`src/rtl/seq4_pkg.sv`:
```
package seq4_pkg;
   localparam int STATE_W = 2;
   localparam int NUM_STATES = 1 << STATE_W;

   typedef enum logic [STATE_W-1:0] {
      ST_REST = 2'd0,
      ST_ARM  = 2'd1,
      ST_HOLD = 2'd2,
      ST_EXIT = 2'd3
   } state_t;
endpackage

```
`src/rtl/seq4_next.sv`:
```
module seq4_next
   import seq4_pkg::*;
(
   input  state_t cur,
   input  logic   a,
   output state_t nxt
);
   always_comb begin
      unique case (cur)
         ST_REST: nxt = a ? ST_ARM  : ST_REST;
         ST_ARM:  nxt = a ? ST_ARM  : ST_REST;
         ST_HOLD: nxt = a ? ST_HOLD : ST_ARM;
         ST_EXIT: nxt = a ? ST_HOLD : ST_REST;
         default: nxt = ST_REST;
      endcase
   end
endmodule

```
`src/rtl/seq4_decode.sv`:
```
module seq4_decode
   import seq4_pkg::*;
#(
   parameter logic [NUM_STATES-1:0] Z_MAP = 4'b1001
)(
   input  state_t cur,
   output logic   z
);
   if (NUM_STATES != 4) begin : g_chk_states
      $error("seq4_decode: output map expects exactly four states");
   end

   // Bit i of Z_MAP is the output value in state code i.
   assign z = Z_MAP[cur];
endmodule

```
`src/rtl/seq4_state_reg.sv`:
```
module seq4_state_reg
   import seq4_pkg::*;
#(
   parameter bit HOOK_EN = 1'b1
)(
   input  logic                clk,
   input  logic                rst,
   input  logic                ce,
   input  logic                load_en,
   input  logic [STATE_W-1:0]  load_state,
   input  state_t              nxt,
   output state_t              state_q
);
   logic   do_load;
   state_t load_val;

   if (HOOK_EN) begin : g_hook
      assign do_load  = load_en;
      assign load_val = state_t'(load_state);
   end else begin : g_no_hook
      logic unused_hook;
      assign unused_hook = load_en ^ (^load_state);
      assign do_load  = 1'b0;
      assign load_val = ST_REST;
   end

   always_ff @(posedge clk) begin
      if (rst)          state_q <= ST_REST;
      else if (do_load) state_q <= load_val;
      else if (ce)      state_q <= nxt;
   end

   // reset places the first state
   p_reset_rest_r2: assert property (@(posedge clk) rst |=> state_q == ST_REST);

   // no enable, no load -> hold
   p_hold_r8: assert property (@(posedge clk) disable iff (rst)
      (!ce && !do_load) |=> $stable(state_q));

   if (HOOK_EN) begin : g_hook_chk
      // load writes the requested code
      p_load_r9: assert property (@(posedge clk) disable iff (rst)
         load_en |=> state_q == $past(load_state));
   end
endmodule

```
`src/rtl/seq4_moore.sv`:
```
module seq4_moore
   import seq4_pkg::*;
#(
   parameter bit                    HOOK_EN = 1'b1,
   parameter logic [NUM_STATES-1:0] Z_MAP   = 4'b1001
)(
   input  logic               clk,
   input  logic               rst,
   input  logic               ce,
   input  logic               a_in,
   input  logic               load_en,
   input  logic [STATE_W-1:0] load_state,
   output logic               z_out,
   output logic [STATE_W-1:0] state_o
);
   state_t cur_s;
   state_t nxt_s;

   seq4_next u_next (
      .cur (cur_s),
      .a   (a_in),
      .nxt (nxt_s)
   );

   seq4_state_reg #(.HOOK_EN(HOOK_EN)) u_reg (
      .clk        (clk),
      .rst        (rst),
      .ce         (ce),
      .load_en    (load_en),
      .load_state (load_state),
      .nxt        (nxt_s),
      .state_q    (cur_s)
   );

   seq4_decode #(.Z_MAP(Z_MAP)) u_dec (
      .cur (cur_s),
      .z   (z_out)
   );

   assign state_o = cur_s;

   // output follows state only
   p_z_tracks_state_r10: assert property (@(posedge clk) disable iff (rst)
      $stable(state_o) |-> $stable(z_out));

   // state 3 with input high goes to state 2
   p_exit_to_hold_r7: assert property (@(posedge clk) disable iff (rst)
      (ce && !load_en && state_o == 2'd3 && a_in) |=> state_o == 2'd2);

   // state 2 with input low goes to state 1
   p_hold_to_arm_r6: assert property (@(posedge clk) disable iff (rst)
      (ce && !load_en && state_o == 2'd2 && !a_in) |=> state_o == 2'd1);

   // state 0 with input high goes to state 1
   p_rest_to_arm_r4: assert property (@(posedge clk) disable iff (rst)
      (ce && !load_en && state_o == 2'd0 && a_in) |=> state_o == 2'd1);
endmodule

```
`config.mk`:
```
export PLATFORM = sky130hd
export DESIGN_NAME = seq4_moore
export DESIGN_NICKNAME = d
export VERILOG_FILES = /design/src/rtl/seq4_pkg.sv /design/src/rtl/seq4_next.sv /design/src/rtl/seq4_decode.sv /design/src/rtl/seq4_state_reg.sv /design/src/rtl/seq4_moore.sv
export SDC_FILE = /design/constraint.sdc
export NUM_CORES = 1
export LEC_CHECK = 0
export ABC_AREA = 1
export ABC_CLOCK_PERIOD_IN_PS = 1810
export BUFFER_PORTS_ARGS = -buffer_cell sky130_fd_sc_hd__buf_2
export CORE_AREA = 2 2 39 41
export CTS_BUF_LIST = sky130_fd_sc_hd__clkbuf_16
export DETAILED_ROUTE_END_ITERATION = 8
export DIE_AREA = 0 0 41 43
export PLACE_DENSITY_LB_ADDON = 0.08
export SYNTH_ARGS = -nofsm -noshare
export SYNTH_HDL_FRONTEND = slang
export SYNTH_SLANG_ARGS = --single-unit
```
`constraint.sdc`:
```
create_clock -name clk -period 1.81 [get_ports clk]
set_input_delay 0.362 -clock clk [delete_from_list [all_inputs] [get_ports clk]]
set_output_delay 0.362 -clock clk [all_outputs]
set_load 0.01 [all_outputs]
```
==> flow_summary.html, run 1 <==
<table>
<tr><th>Metric</th><th>Value</th></tr>
<tr><th colspan="2">Floorplan</th></tr>
<tr><td>Horizontal die dimension</td><td>41 microns</td></tr>
<tr><td>I/O pin count</td><td>10</td></tr>
<tr><td>Core outline area</td><td>1384 sq um</td></tr>
<tr><td>Starting Density</td><td>0.1049</td></tr>
<tr><td>Total Die Area</td><td>1763 sq um</td></tr>
<tr><td>Die Y-Extent</td><td>43 microns</td></tr>
<tr><td>Site Rows</td><td>14</td></tr>
<tr><th colspan="2">Layout</th></tr>
<tr><td>Share of post-route cells with drive strength above 1</td><td>0.3714</td></tr>
<tr><td>Flip-flop count of the largest register after layout</td><td>2</td></tr>
<tr><td>Net count of the finished layout</td><td>46</td></tr>
<tr><td>Number of diodes added for antenna fixing</td><td>0</td></tr>
<tr><td>Most flop-heavy register</td><td>u_reg.state_q</td></tr>
<tr><td>Registers with the most flip-flops</td><td>u_reg.state_q: 2 flops</td></tr>
<tr><td>Layout filler cell count</td><td>163</td></tr>
<tr><td>Relative area change from synthesis to final layout</td><td>96.55%</td></tr>
<tr><th colspan="2">Detailed routing</th></tr>
<tr><td>Number of DRC markers in iteration 0</td><td>0</td></tr>
<tr><td>Drt pass-1 iters</td><td>1</td></tr>
<tr><td>Remaining antenna violation count</td><td>0</td></tr>
<tr><td>Avg Vias per Cell</td><td>3.431</td></tr>
<tr><td>WL/cell</td><td>7.353 microns</td></tr>
<tr><td>Total wirelength of the detailed-routed design</td><td>375 microns</td></tr>
<tr><td>Vias</td><td>175</td></tr>
<tr><td>DRC Markers</td><td>0</td></tr>
<tr><th colspan="2">Clock network</th></tr>
<tr><td>Root buffer selected by CTS</td><td>sky130_fd_sc_hd__clkbuf_16</td></tr>
<tr><td>Clk buf depth</td><td>2</td></tr>
<tr><td>CTS tree</td><td>built</td></tr>
<tr><td>H-tree depth reported by CTS</td><td>1</td></tr>
<tr><td>Number of clock sinks</td><td>2</td></tr>
<tr><td>Post-cts sizing count</td><td>0</td></tr>
<tr><td>Post-CTS setup buffer count</td><td>0</td></tr>
<tr><td>Clock-pin transition on the worst setup and hold timing paths</td><td>0.03 ns</td></tr>
<tr><td>CTS hold repair buffers</td><td>0</td></tr>
<tr><td>Number of buffers created by CTS</td><td>3</td></tr>
<tr><td>Worst skew pair latency</td><td>0.22 ns</td></tr>
<tr><th colspan="2">Placed design</th></tr>
<tr><td>Final RePlAce weighted congestion</td><td>0.6343</td></tr>
<tr><td>Detail Placement HPWL</td><td>312.3 microns</td></tr>
<tr><td>Port Buffers</td><td>9</td></tr>
<tr><td>Worst slack at placement</td><td>0.6140 ns</td></tr>
<tr><th colspan="2">Setup path</th></tr>
<tr><td>Cell breakdown of the critical path</td><td>inv_1 -&gt; ha_1 -&gt; buf_2</td></tr>
<tr><td>CP required</td><td>1.45 ns</td></tr>
<tr><td>Standard cell with the maximum stage delay on the critical path</td><td>sky130_fd_sc_hd__dfxtp_1</td></tr>
<tr><td>Largest fanout of any net on the critical path</td><td>4</td></tr>
<tr><td>Critical path endpoint category</td><td>output pin</td></tr>
<tr><td>Worst EP arrival</td><td>1.05 ns</td></tr>
<tr><td>Delay of the slowest cell on the worst path</td><td>0.37 ns</td></tr>
<tr><td>Kind of launch point of the worst setup path</td><td>register</td></tr>
<tr><td>Critical setup path kind</td><td>register to output pin</td></tr>
<tr><th colspan="2">Power</th></tr>
<tr><td>VDD IR-drop max</td><td>467.3 uV</td></tr>
<tr><td>Switching fraction of total power</td><td>0.1627</td></tr>
<tr><td>Total power</td><td>0.0004085 W</td></tr>
<tr><td>Combinational share of power</td><td>0.071</td></tr>
<tr><td>Net switching component of the power</td><td>0.00006645 W</td></tr>
<tr><td>Clock Power Share</td><td>0.807</td></tr>
<tr><td>Cell area power density</td><td>1432 nW/um^2</td></tr>
<tr><td>Internal cell power</td><td>0.0003420 W</td></tr>
<tr><td>Leakage component of the power</td><td>0.1520 nW</td></tr>
<tr><td>Register share of total power</td><td>0.123</td></tr>
<tr><th colspan="2">STA</th></tr>
<tr><td>Worst Clk Skew</td><td>0.0006036 ns</td></tr>
<tr><td>Max Clk Rate</td><td>706.8 MHz</td></tr>
<tr><td>Crit path setup slack, layout</td><td>0.3951 ns</td></tr>
<tr><td>Pins Over Slew Limit</td><td>0</td></tr>
<tr><td>Final Hold Slack</td><td>0.3234 ns</td></tr>
<tr><td>Final critical path time including I/O delays and setup</td><td>1.415 ns</td></tr>
<tr><td>Slew at the pin with the worst max-slew slack</td><td>0.1612 ns</td></tr>
<tr><td>Setup total negative slack</td><td>0 ns</td></tr>
<tr><td>Setup-violating endpoint count in the final report</td><td>0</td></tr>
<tr><td>Slew Limit Headroom</td><td>0.8916</td></tr>
<tr><td>Setup repair after global routing missed its margin</td><td>false</td></tr>
<tr><td>Final Hold Vio Count</td><td>0</td></tr>
<tr><td>Portion of the clock cycle consumed by the worst path in the final layout</td><td>0.7817</td></tr>
<tr><th colspan="2">Synth</th></tr>
<tr><td>Cell type with the largest total area after synthesis</td><td>sky130_fd_sc_hd__dfxtp_1</td></tr>
<tr><td>Net count of the mapped netlist</td><td>32</td></tr>
<tr><td>Number of different library cells in the post-synthesis netlist</td><td>9</td></tr>
<tr><td>Post-Syn Area per Cell</td><td>6.310 sq um</td></tr>
<tr><td>Synthesized cell area</td><td>145.1 sq um</td></tr>
<tr><td>Number of warnings reported in the yosys synthesis log</td><td>0</td></tr>
<tr><td>Synth area leaders</td><td>sky130_fd_sc_hd__dfxtp_1, sky130_fd_sc_hd__nand2_1, sky130_fd_sc_hd__ha_1</td></tr>
<tr><td>Gate count of the mapped netlist</td><td>23</td></tr>
<tr><td>Number of flip-flops and latches in the synthesized netlist</td><td>2</td></tr>
<tr><td>Share of the synthesized area in the top cell type</td><td>0.2759</td></tr>
<tr><td>Register area share after synthesis</td><td>0.2759</td></tr>
<tr><th colspan="2">GRT</th></tr>
<tr><td>Total routing usage reported by global routing</td><td>0.06112</td></tr>
<tr><td>Via count of the first global-routing pass</td><td>180</td></tr>
<tr><td>Global-route wire length before repair</td><td>648 microns</td></tr>
<tr><td>Antenna violations before repair</td><td>0</td></tr>
<tr><td>Maximum number of pins on one net before global-route repair</td><td>5</td></tr>
<tr><td>Leftover overflow at the end of global routing</td><td>0</td></tr>
<tr><th colspan="2">Hold path</th></tr>
<tr><td>Path type of the worst min-delay path</td><td>input pin to register</td></tr>
<tr><th colspan="2">Outcome</th></tr>
<tr><td>Status</td><td>complete, no violations</td></tr>
<tr><th colspan="2">Run</th></tr>
<tr><td>Number of max-cap violations</td><td>0</td></tr>
</table>
[power by group through the flow]
| stage | logic [W] | registers (W) | clock network [W] |
|---|---|---|---|
| global placement | 0.0000300 | 0.0000505 | 0 |
| CTS | 0.0000297 | 0.0000502 | 0.000337 |
| global route | 0.0000342 | 0.0000509 | 0.000340 |
| finish | 0.0000289 | 0.0000501 | 0.000330 |
| detailed placement | 0.0000297 | 0.0000507 | 0 |
| floorplan | 0.0000138 | 0.0000514 | 0 |
[stage by stage]
step | area, sq um | std cells | util
floorplan | 145.1 | 23 | -
global placement | 210.2 | 48 | 0.1519
detailed placement | 210.2 | 48 | 0.1519
CTS | 285.3 | 51 | 0.2061
global route | 285.3 | 51 | 0.2061
finish | 285.3 | 51 | 0.2061
[worst max-delay path: cells and delay by family (launching register included)]
| kind | cells | cell delay [ns] |
|---|---|---|
| buffers and inverters | 2 | 0.20 |
| flip-flops | 1 | 0.37 |
| adder cells (fa/ha/maj) | 1 | 0.27 |
[metal layers]
metal	vias to the layer above	wire, microns	share of wire	GRT usage
met1	77	147	0.39	0.05431
li1	95	-	-	-
met4	0	0	0	0.08000
met3	0	24	0.064	0.03665
met2	3	204	0.54	0.07813
met5	-	0	0	0
[Yosys cell counts]
cell,number
sky130_fd_sc_hd__nand2_1,7
sky130_fd_sc_hd__a21oi_1,3
sky130_fd_sc_hd__inv_1,3
sky130_fd_sc_hd__nor2_1,3
sky130_fd_sc_hd__dfxtp_1,2
sky130_fd_sc_hd__ha_1,2
sky130_fd_sc_hd__a21boi_0,1
sky130_fd_sc_hd__inv_2,1
sky130_fd_sc_hd__nand3_1,1
[area by class of cell]
class / count / area [sq um] / share of cell area
Sequential cell: 2 / 40.04 / 0.1404
Tap cell: 16 / 20.02 / 0.07018
Clock buffer: 3 / 75.07 / 0.2632
Timing Repair Buffer: 9 / 45.04 / 0.1579
Inverter: 4 / 15.01 / 0.05263
Multi-Input combinational cell: 17 / 90.09 / 0.3158
[placed cells by master (no fill, tap or decap)]
cell type	instances
sky130_fd_sc_hd__nand3_1	1
sky130_fd_sc_hd__a21boi_0	1
sky130_fd_sc_hd__buf_2	9
sky130_fd_sc_hd__inv_1	3
sky130_fd_sc_hd__dfxtp_1	2
sky130_fd_sc_hd__nand2_1	7
sky130_fd_sc_hd__ha_1	2
sky130_fd_sc_hd__clkbuf_16	3
sky130_fd_sc_hd__inv_2	1
sky130_fd_sc_hd__nor2_1	3
sky130_fd_sc_hd__a21oi_1	3
[final timing paths]
check / startpoint / to / slack, ns / cells after the start
max: u_reg.state_q[0]$_SDFFE_PP0P_ / z_out / 0.40 / 3
min: rst / u_reg.state_q[0]$_SDFFE_PP0P_ / 0.32 / 2
max reg2reg: u_reg.state_q[0]$_SDFFE_PP0P_ / u_reg.state_q[0]$_SDFFE_PP0P_ / 0.77 / 7
min reg2reg: u_reg.state_q[0]$_SDFFE_PP0P_ / u_reg.state_q[0]$_SDFFE_PP0P_ / 0.60 / 2
[logic make-up (layout without fill, tap and decap cells)]
kind of cell               Yosys count  count (layout)  synth area share
and+or+nand+nor                     11              11            0.2931
AOI/OAI and AO/OA                    4               4            0.1552
buffers and inverters                4              16            0.1034
adders and majority gates            2               2            0.1724
DFF                                  2               2            0.2759
No activity file was read; power rests on OpenSTA's default activity.
==> run 2, diff against run 1 <==
ABC_AREA = 0   (was 1)
ABC_CLOCK_PERIOD_IN_PS = 1200   (was 1810)
clock period = 1.2 ns   (was 1.81 ns; I/O delays follow)
==> flow_summary.html, run 2 <==
<table>
<tr><th>Metric</th><th>Value</th></tr>
<tr><th colspan="2">Setup path</th></tr>
<tr><td>Dominant delay contributor by cell family on the critical path</td><td>flip-flops</td></tr>
<tr><td>CP required</td><td>0.96 ns</td></tr>
<tr><td>Buffering stage count on the worst path with inverters included</td><td>2</td></tr>
<tr><td>Worst reg2reg startpoint</td><td>u_reg.state_q[0]$_SDFFE_PP0P_</td></tr>
<tr><td>Launch point of the critical path</td><td>u_reg.state_q[0]$_SDFFE_PP0P_</td></tr>
<tr><td>Delay of the slowest cell on the worst path</td><td>0.36 ns</td></tr>
<tr><td>Kind of launch point of the worst setup path</td><td>register</td></tr>
<tr><td>Largest fanout of any net on the critical path</td><td>4</td></tr>
<tr><td>Worst reg2reg setup slack</td><td>0 ns</td></tr>
<tr><td>R2r worst-path depth</td><td>5</td></tr>
<tr><td>Worst EP arrival</td><td>0.97 ns</td></tr>
<tr><td>WP depth</td><td>3</td></tr>
<tr><td>Capture instance of the worst register-to-register path</td><td>u_reg.state_q[0]$_SDFFE_PP0P_</td></tr>
<tr><td>Critical path endpoint category</td><td>output pin</td></tr>
<tr><td>Critical setup path kind</td><td>register to output pin</td></tr>
<tr><td>Standard cell with the maximum stage delay on the critical path</td><td>sky130_fd_sc_hd__dfxtp_4</td></tr>
<tr><td>Cell breakdown of the critical path</td><td>inv_2 -&gt; ha_4 -&gt; buf_6</td></tr>
<tr><th colspan="2">Synth</th></tr>
<tr><td>Synth Flop Type</td><td>sky130_fd_sc_hd__dfxtp_1</td></tr>
<tr><td>Gate count of the mapped netlist</td><td>16</td></tr>
<tr><td>Most repeated cell in the gate-level netlist after synthesis</td><td>sky130_fd_sc_hd__inv_1</td></tr>
<tr><td>Net count of the mapped netlist</td><td>25</td></tr>
<tr><td>Commonest cells post-synth</td><td>sky130_fd_sc_hd__inv_1, sky130_fd_sc_hd__dfxtp_1, sky130_fd_sc_hd__ha_1</td></tr>
<tr><td>Number of warnings reported in the yosys synthesis log</td><td>0</td></tr>
<tr><td>Number of flip-flops and latches in the synthesized netlist</td><td>2</td></tr>
<tr><td>Number of different library cells in the post-synthesis netlist</td><td>11</td></tr>
<tr><td>Post-Syn Area per Cell</td><td>8.446 sq um</td></tr>
<tr><td>Register area share after synthesis</td><td>0.2963</td></tr>
<tr><td>Synth area leaders</td><td>sky130_fd_sc_hd__dfxtp_1, sky130_fd_sc_hd__ha_1, sky130_fd_sc_hd__inv_1</td></tr>
<tr><td>Number of enable flip-flop cells after synthesis</td><td>0</td></tr>
<tr><td>Async S/R FF share, synth</td><td>0</td></tr>
<tr><td>Cell type with the largest total area after synthesis</td><td>sky130_fd_sc_hd__dfxtp_1</td></tr>
<tr><td>Synthesized cell area</td><td>135.1 sq um</td></tr>
<tr><td>Share of the synthesized area in the top cell type</td><td>0.2963</td></tr>
<tr><th colspan="2">Layout</th></tr>
<tr><td>Most frequent standard cell in the layout excluding fill and tap cells</td><td>sky130_fd_sc_hd__buf_2</td></tr>
<tr><td>Relative area change from synthesis to final layout</td><td>163.9%</td></tr>
<tr><td>Number of diodes added for antenna fixing</td><td>0</td></tr>
<tr><td>Net count of the finished layout</td><td>39</td></tr>
<tr><td>Most flop-heavy register</td><td>u_reg.state_q</td></tr>
<tr><td>Registers with the most flip-flops</td><td>u_reg.state_q: 2 flops</td></tr>
<tr><td>Commonest cells after routing, fill and taps aside</td><td>sky130_fd_sc_hd__buf_2, sky130_fd_sc_hd__inv_1, sky130_fd_sc_hd__clkbuf_16, sky130_fd_sc_hd__ha_4, sky130_fd_sc_hd__dfxtp_4</td></tr>
<tr><td>Flip-flop count of the largest register after layout</td><td>2</td></tr>
<tr><td>Share of post-route cells with drive strength above 1</td><td>0.7241</td></tr>
<tr><td>Layout Utilization</td><td>0.2577</td></tr>
<tr><th colspan="2">Power</th></tr>
<tr><td>Total power</td><td>0.0006672 W</td></tr>
<tr><td>VDD IR-drop max</td><td>810.5 uV</td></tr>
<tr><td>Combinational share of power</td><td>0.122</td></tr>
<tr><td>Net switching component of the power</td><td>0.0001230 W</td></tr>
<tr><td>Register share of total power</td><td>0.122</td></tr>
<tr><td>Internal cell power</td><td>0.0005442 W</td></tr>
<tr><td>Switching fraction of total power</td><td>0.1844</td></tr>
<tr><td>Cell area power density</td><td>1871 nW/um^2</td></tr>
<tr><td>Clock Power Share</td><td>0.756</td></tr>
<tr><td>Leakage component of the power</td><td>0.1504 nW</td></tr>
<tr><th colspan="2">STA</th></tr>
<tr><td>Crit path setup slack, layout</td><td>-0.01249 ns</td></tr>
<tr><td>Max Clk Rate</td><td>824.7 MHz</td></tr>
<tr><td>Setup repair after global routing missed its margin</td><td>true</td></tr>
<tr><td>Final Hold Vio Count</td><td>0</td></tr>
<tr><td>Setup-violating endpoint count in the final report</td><td>2</td></tr>
<tr><td>Slew at the pin with the worst max-slew slack</td><td>0.2780 ns</td></tr>
<tr><td>Pins Over Slew Limit</td><td>0</td></tr>
<tr><td>Final critical path time including I/O delays and setup</td><td>1.212 ns</td></tr>
<tr><td>Portion of the clock cycle consumed by the worst path in the final layout</td><td>1.010</td></tr>
<tr><td>Slew Limit Headroom</td><td>0.8147</td></tr>
<tr><td>Worst Clk Skew</td><td>0.002419 ns</td></tr>
<tr><th colspan="2">Hold path</th></tr>
<tr><td>Path type of the worst min-delay path</td><td>input pin to register</td></tr>
<tr><td>Worst hold path depth</td><td>2</td></tr>
<tr><td>Startpoint of the worst hold path</td><td>rst</td></tr>
<tr><td>Hold endpoint</td><td>u_reg.state_q[0]$_SDFFE_PP0P_</td></tr>
<tr><th colspan="2">Clock network</th></tr>
<tr><td>Clk buf depth</td><td>2</td></tr>
<tr><td>CTS tree</td><td>built</td></tr>
<tr><td>H-tree depth reported by CTS</td><td>1</td></tr>
<tr><td>Number of buffers created by CTS</td><td>3</td></tr>
<tr><td>Post-CTS setup buffer count</td><td>0</td></tr>
<tr><td>Number of clock sinks</td><td>2</td></tr>
<tr><td>Clock-pin transition on the worst setup and hold timing paths</td><td>0.03 ns</td></tr>
<tr><td>Worst skew pair latency</td><td>0.22 ns</td></tr>
<tr><td>CTS hold repair buffers</td><td>0</td></tr>
<tr><td>Root buffer selected by CTS</td><td>sky130_fd_sc_hd__clkbuf_16</td></tr>
<tr><th colspan="2">GRT</th></tr>
<tr><td>Maximum number of pins on one net before global-route repair</td><td>6</td></tr>
<tr><td>Total routing usage reported by global routing</td><td>0.05906</td></tr>
<tr><td>Via count of the first global-routing pass</td><td>154</td></tr>
<tr><td>Antenna violations before repair</td><td>0</td></tr>
<tr><td>Global-route wire length before repair</td><td>627 microns</td></tr>
<tr><td>Leftover overflow at the end of global routing</td><td>0</td></tr>
<tr><th colspan="2">Placed design</th></tr>
<tr><td>Port Buffers</td><td>9</td></tr>
<tr><td>Detail Placement HPWL</td><td>316.5 microns</td></tr>
<tr><td>Final RePlAce weighted congestion</td><td>0.5365</td></tr>
<tr><th colspan="2">Outcome</th></tr>
<tr><td>Violations in the final reports</td><td>negative setup slack</td></tr>
<tr><td>Status</td><td>finished with violations</td></tr>
<tr><th colspan="2">Detailed routing</th></tr>
<tr><td>Avg Vias per Cell</td><td>3.733</td></tr>
<tr><td>Number of DRC markers in iteration 0</td><td>2</td></tr>
<tr><td>Remaining antenna violation count</td><td>0</td></tr>
<tr><td>WL/cell</td><td>9.622 microns</td></tr>
<tr><td>Total wirelength of the detailed-routed design</td><td>433 microns</td></tr>
<tr><td>Vias</td><td>168</td></tr>
<tr><td>Drt pass-1 iters</td><td>2</td></tr>
<tr><td>DRC Markers</td><td>0</td></tr>
<tr><th colspan="2">Floorplan</th></tr>
<tr><td>Total Die Area</td><td>1763 sq um</td></tr>
<tr><td>Core outline area</td><td>1384 sq um</td></tr>
<tr><td>Horizontal die dimension</td><td>41 microns</td></tr>
<tr><td>Starting Density</td><td>0.09765</td></tr>
<tr><td>Die Y-Extent</td><td>43 microns</td></tr>
<tr><td>Site Rows</td><td>14</td></tr>
<tr><td>I/O pin count</td><td>10</td></tr>
<tr><th colspan="2">Run</th></tr>
<tr><td>Number of max-cap violations</td><td>0</td></tr>
</table>
## run 2: changes by cell type after synthesis
cell,delta
sky130_fd_sc_hd__nand2_1,-7
sky130_fd_sc_hd__a21oi_1,-2
sky130_fd_sc_hd__nor2_1,-2
sky130_fd_sc_hd__a2111oi_0,+1
sky130_fd_sc_hd__a2111oi_1,+1
sky130_fd_sc_hd__a21boi_0,-1
sky130_fd_sc_hd__a221oi_1,+1
sky130_fd_sc_hd__inv_1,+1
sky130_fd_sc_hd__inv_2,-1
sky130_fd_sc_hd__nand3_1,-1
sky130_fd_sc_hd__nor2b_1,+1
sky130_fd_sc_hd__nor3_1,+1
sky130_fd_sc_hd__o211ai_1,+1
## run 2: layer usage
layer,GRT usage,vias up,share of wire
li1,-,83,-
met1,0.06051,80,0.43
met2,0.06875,5,0.47
met3,0.04712,0,0.092
met4,0.06000,0,0
met5,0,-,0
## run 2: worst max path at each step
| stage | end | slack [ns] |
|---|---|---|
| global placement | u_reg.state_q[0]$_SDFFE_PP0P_ | -0.16 |
| CTS | u_reg.state_q[0]$_SDFFE_PP0P_ | -0.04 |
| detailed placement | u_reg.state_q[0]$_SDFFE_PP0P_ | -0.14 |
| global route | u_reg.state_q[0]$_SDFFE_PP0P_ | -0.07 |
| finish | z_out | -0.01 |
| floorplan | u_reg.state_q[0]$_SDFFE_PP0P_ | -0.005 |
## run 2: cell type report
class	instances	area [sq um]
clock buffers	3	75.07
clock inverters	1	3.754
fillers	150	1027
inverters	4	15.01
multi-input cells	10	143.9
flip-flops and latches	2	47.55
well taps	16	20.02
repair buffers	9	51.30
## run 2: worst reg2reg max path: cells and delay by family (launching register included)
| kind | cells | cell delay (ns) |
|---|---|---|
| buffers and inverters | 1 | 0.06 |
| AOI/OAI and AO/OA | 2 | 0.37 |
| adders and majority gates | 1 | 0.14 |
| and+or+nand+nor | 1 | 0.16 |
| DFF | 1 | 0.35 |
## run 2: timing repair
action / CTS / global route
pin swaps: 2 / 2
gates resized for setup: 7 / 5
setup endpoints to repair: 2 / 2
## run 2: kinds of logic (layout without fill, tap and decap cells)
| group | after synthesis | after routing | share of synthesized area |
|---|---|---|---|
| compound gates | 5 | 5 | 0.2963 |
| fa+ha+maj | 2 | 2 | 0.1852 |
| buf+inv | 4 | 17 | 0.1111 |
| flops | 2 | 2 | 0.2963 |
| simple gates | 3 | 3 | 0.1111 |
## run 2: power by group through the flow
stage          Sequential, W  Combinational [W]  Clock, W
2_1_floorplan      0.0000822          0.0000275         0
3_3_place_gp       0.0000812          0.0000535         0
3_5_place_dp       0.0000810          0.0000526         0
4_1_cts            0.0000805          0.0000715  0.000518
5_1_grt            0.0000821          0.0000892  0.000530
6_report           0.0000816          0.0000811  0.000505
## run 2: stage by stage
step	setup TNS [ns]	setup slack [ns]	instances	hold WS (ns)	area [sq um]
floorplan	-0.004669	-0.004669	16	0.3112	152.6
global placement	-0.1582	-0.1582	41	0.4317	217.7
detailed placement	-0.1380	-0.1380	41	0.4314	217.7
CTS	-0.03737	-0.03522	45	0.2047	321.6
global route	-0.1040	-0.06798	45	0.2038	356.6
finish	-0.01507	-0.01249	45	0.2066	356.6
==> run 3, diff against run 2 <==
==> constraint.sdc (replaced) <==
create_clock -name clk -period 1.2 [get_ports clk]
set_input_delay 0.06 -clock clk [delete_from_list [all_inputs] [get_ports clk]]
set_output_delay 0.06 -clock clk [all_outputs]
set_load 0.01 [all_outputs]
==> flow_summary.html, run 3 (synthesized netlist as in run 2, its figures left out) <==
<table>
<tr><th>Metric</th><th>Value</th></tr>
<tr><th colspan="2">Outcome</th></tr>
<tr><td>Status</td><td>complete, no violations</td></tr>
<tr><th colspan="2">Detailed routing</th></tr>
<tr><td>Remaining antenna violation count</td><td>0</td></tr>
<tr><td>Vias</td><td>168</td></tr>
<tr><td>Avg Vias per Cell</td><td>3.733</td></tr>
<tr><td>Total wirelength of the detailed-routed design</td><td>441 microns</td></tr>
<tr><td>Number of DRC markers in iteration 0</td><td>2</td></tr>
<tr><td>DRC Markers</td><td>0</td></tr>
<tr><td>WL/cell</td><td>9.800 microns</td></tr>
<tr><td>Drt pass-1 iters</td><td>2</td></tr>
<tr><th colspan="2">Power</th></tr>
<tr><td>Net switching component of the power</td><td>0.0001243 W</td></tr>
<tr><td>Switching fraction of total power</td><td>0.1879</td></tr>
<tr><td>Clock Power Share</td><td>0.764</td></tr>
<tr><td>Internal cell power</td><td>0.0005372 W</td></tr>
<tr><td>VDD IR-drop max</td><td>809.6 uV</td></tr>
<tr><td>Register share of total power</td><td>0.124</td></tr>
<tr><td>Combinational share of power</td><td>0.111</td></tr>
<tr><td>Cell area power density</td><td>1875 nW/um^2</td></tr>
<tr><td>Leakage component of the power</td><td>0.1485 nW</td></tr>
<tr><td>Total power</td><td>0.0006615 W</td></tr>
<tr><th colspan="2">Layout</th></tr>
<tr><td>Registers with the most flip-flops</td><td>u_reg.state_q: 2 flops</td></tr>
<tr><td>Most frequent standard cell in the layout excluding fill and tap cells</td><td>sky130_fd_sc_hd__buf_2</td></tr>
<tr><td>Flip-flop count of the largest register after layout</td><td>2</td></tr>
<tr><td>Layout filler cell count</td><td>148</td></tr>
<tr><td>Share of post-route cells with drive strength above 1</td><td>0.7241</td></tr>
<tr><td>Number of diodes added for antenna fixing</td><td>0</td></tr>
<tr><td>Net count of the finished layout</td><td>39</td></tr>
<tr><td>Most flop-heavy register</td><td>u_reg.state_q</td></tr>
<tr><td>Commonest cells after routing, fill and taps aside</td><td>sky130_fd_sc_hd__buf_2, sky130_fd_sc_hd__inv_1, sky130_fd_sc_hd__clkbuf_16, sky130_fd_sc_hd__ha_4, sky130_fd_sc_hd__dfxtp_4</td></tr>
<tr><td>Relative area change from synthesis to final layout</td><td>161.1%</td></tr>
<tr><th colspan="2">Setup path</th></tr>
<tr><td>Worst EP arrival</td><td>1.25 ns</td></tr>
<tr><td>Largest fanout of any net on the critical path</td><td>4</td></tr>
<tr><td>R2r worst-path depth</td><td>5</td></tr>
<tr><td>Critical setup path kind</td><td>register to register</td></tr>
<tr><td>Critical path endpoint category</td><td>register</td></tr>
<tr><td>Worst reg2reg startpoint</td><td>u_reg.state_q[0]$_SDFFE_PP0P_</td></tr>
<tr><td>Kind of launch point of the worst setup path</td><td>register</td></tr>
<tr><td>Worst reg2reg setup slack</td><td>0.04 ns</td></tr>
<tr><td>Launch point of the critical path</td><td>u_reg.state_q[0]$_SDFFE_PP0P_</td></tr>
<tr><td>Capture instance of the worst register-to-register path</td><td>u_reg.state_q[0]$_SDFFE_PP0P_</td></tr>
<tr><td>CP required</td><td>1.29 ns</td></tr>
<tr><td>Endpoint of the most critical setup path</td><td>u_reg.state_q[0]$_SDFFE_PP0P_</td></tr>
<tr><th colspan="2">Floorplan</th></tr>
<tr><td>Starting Density</td><td>0.09765</td></tr>
<tr><td>Core outline area</td><td>1384 sq um</td></tr>
<tr><td>I/O pin count</td><td>10</td></tr>
<tr><td>Total Die Area</td><td>1763 sq um</td></tr>
<tr><td>Die Y-Extent</td><td>43 microns</td></tr>
<tr><td>Horizontal die dimension</td><td>41 microns</td></tr>
<tr><td>Site Rows</td><td>14</td></tr>
<tr><th colspan="2">GRT</th></tr>
<tr><td>Global-route wire length before repair</td><td>717 microns</td></tr>
<tr><td>Total routing usage reported by global routing</td><td>0.06607</td></tr>
<tr><td>Via count of the first global-routing pass</td><td>175</td></tr>
<tr><td>Antenna violations before repair</td><td>0</td></tr>
<tr><td>Maximum number of pins on one net before global-route repair</td><td>6</td></tr>
<tr><td>Leftover overflow at the end of global routing</td><td>0</td></tr>
<tr><th colspan="2">STA</th></tr>
<tr><td>Pins Over Slew Limit</td><td>0</td></tr>
<tr><td>Setup repair after global routing missed its margin</td><td>true</td></tr>
<tr><td>Worst Clk Skew</td><td>0.001945 ns</td></tr>
<tr><td>Setup-violating endpoint count in the final report</td><td>0</td></tr>
<tr><td>Final critical path time including I/O delays and setup</td><td>1.162 ns</td></tr>
<tr><td>Portion of the clock cycle consumed by the worst path in the final layout</td><td>0.9686</td></tr>
<tr><td>Slew at the pin with the worst max-slew slack</td><td>0.2737 ns</td></tr>
<tr><td>Max Clk Rate</td><td>860.4 MHz</td></tr>
<tr><td>Slew Limit Headroom</td><td>0.8175</td></tr>
<tr><td>Setup total negative slack</td><td>0 ns</td></tr>
<tr><td>Final Hold Vio Count</td><td>0</td></tr>
<tr><th colspan="2">Placed design</th></tr>
<tr><td>Port Buffers</td><td>9</td></tr>
<tr><td>Detail Placement HPWL</td><td>316.5 microns</td></tr>
<tr><td>Final RePlAce weighted congestion</td><td>0.5365</td></tr>
<tr><th colspan="2">Clock network</th></tr>
<tr><td>Root buffer selected by CTS</td><td>sky130_fd_sc_hd__clkbuf_16</td></tr>
<tr><td>Clock-pin transition on the worst setup and hold timing paths</td><td>0.03 ns</td></tr>
<tr><td>Post-CTS setup buffer count</td><td>0</td></tr>
<tr><td>Clk buf depth</td><td>2</td></tr>
<tr><td>Number of buffers created by CTS</td><td>3</td></tr>
<tr><td>CTS hold repair buffers</td><td>0</td></tr>
<tr><td>CTS tree</td><td>built</td></tr>
<tr><td>H-tree depth reported by CTS</td><td>1</td></tr>
<tr><td>Number of clock sinks</td><td>2</td></tr>
<tr><td>Worst skew pair latency</td><td>0.22 ns</td></tr>
<tr><th colspan="2">Hold path</th></tr>
<tr><td>Path type of the worst min-delay path</td><td>input pin to register</td></tr>
<tr><td>Worst hold path depth</td><td>2</td></tr>
<tr><th colspan="2">Run</th></tr>
<tr><td>Number of max-cap violations</td><td>0</td></tr>
</table>
==> run 3: worst min path at each step <==
stage | startpoint | end
CTS | rst | u_reg.state_q[0]$_SDFFE_PP0P_
global route | rst | u_reg.state_q[0]$_SDFFE_PP0P_
floorplan | rst | u_reg.state_q[1]$_SDFFE_PP0P_
detailed placement | rst | u_reg.state_q[0]$_SDFFE_PP0P_
finish | rst | u_reg.state_q[0]$_SDFFE_PP0P_
global placement | rst | u_reg.state_q[0]$_SDFFE_PP0P_
==> run 3: per-layer routing <==
layer / part of all wire / track usage / vias up / wire length (microns)
met4: 0 / 0.06000 / 0 / 0
met5: 0 / 0 / - / 0
met3: 0.091 / 0.04712 / 0 / 40
met1: 0.41 / 0.06688 / 78 / 179
met2: 0.50 / 0.08438 / 5 / 221
li1: - / - / 85 / -
==> run 3: power by group through the flow <==
stage	clock, W	combinational, W	sequential, W
floorplan	0	0.0000275	0.0000822
global placement	0	0.0000535	0.0000812
detailed placement	0	0.0000526	0.0000810
CTS	0.000518	0.0000739	0.0000816
global route	0.000530	0.0000834	0.0000831
finish	0.000506	0.0000736	0.0000823
==> run 3: final cells by class <==
type | instances | area (sq um) | share of cell area
clock buffers | 3 | 75.07 | 0.2128
flip-flops and latches | 2 | 47.55 | 0.1348
multi-input cells | 10 | 143.9 | 0.4078
clock inverters | 1 | 3.754 | 0.01064
repair buffers | 9 | 45.04 | 0.1277
well taps | 16 | 20.02 | 0.05674
inverters | 4 | 17.52 | 0.04965
==> run 3: worst max-delay path, cell delays in order (launching register included) <==
cell and delay (ns):
sky130_fd_sc_hd__dfxtp_4 0.36, sky130_fd_sc_hd__inv_4 0.06, sky130_fd_sc_hd__ha_4 0.15, sky130_fd_sc_hd__nor2_4 0.04, sky130_fd_sc_hd__a2111oi_4 0.35, sky130_fd_sc_hd__a2111oi_2 0.08
==> run 3: timing repair <==
action                                 in CTS  in global routing
setup endpoints to repair                   1                  1
gates resized for setup                    11                  1
gates cloned                                0                  0
pin swaps                                   4                  0
endpoints found under the hold margin       0                  0
==> run 3: per-stage QoR <==
step                      utilization  worst slack (ns)  area, sq um  hold slack [ns]  std cells
after floorplan                     -         -0.004669        152.6           0.1312         16
after global placement         0.1573           -0.1582        217.7           0.2517         41
after detailed placement       0.1573           -0.1380        217.7           0.2514         41
after CTS                      0.2532          0.007114        350.3          0.02753         45
after global routing           0.2550          -0.02643        352.8          0.02582         45
final                          0.2550           0.03769        352.8          0.02717         45
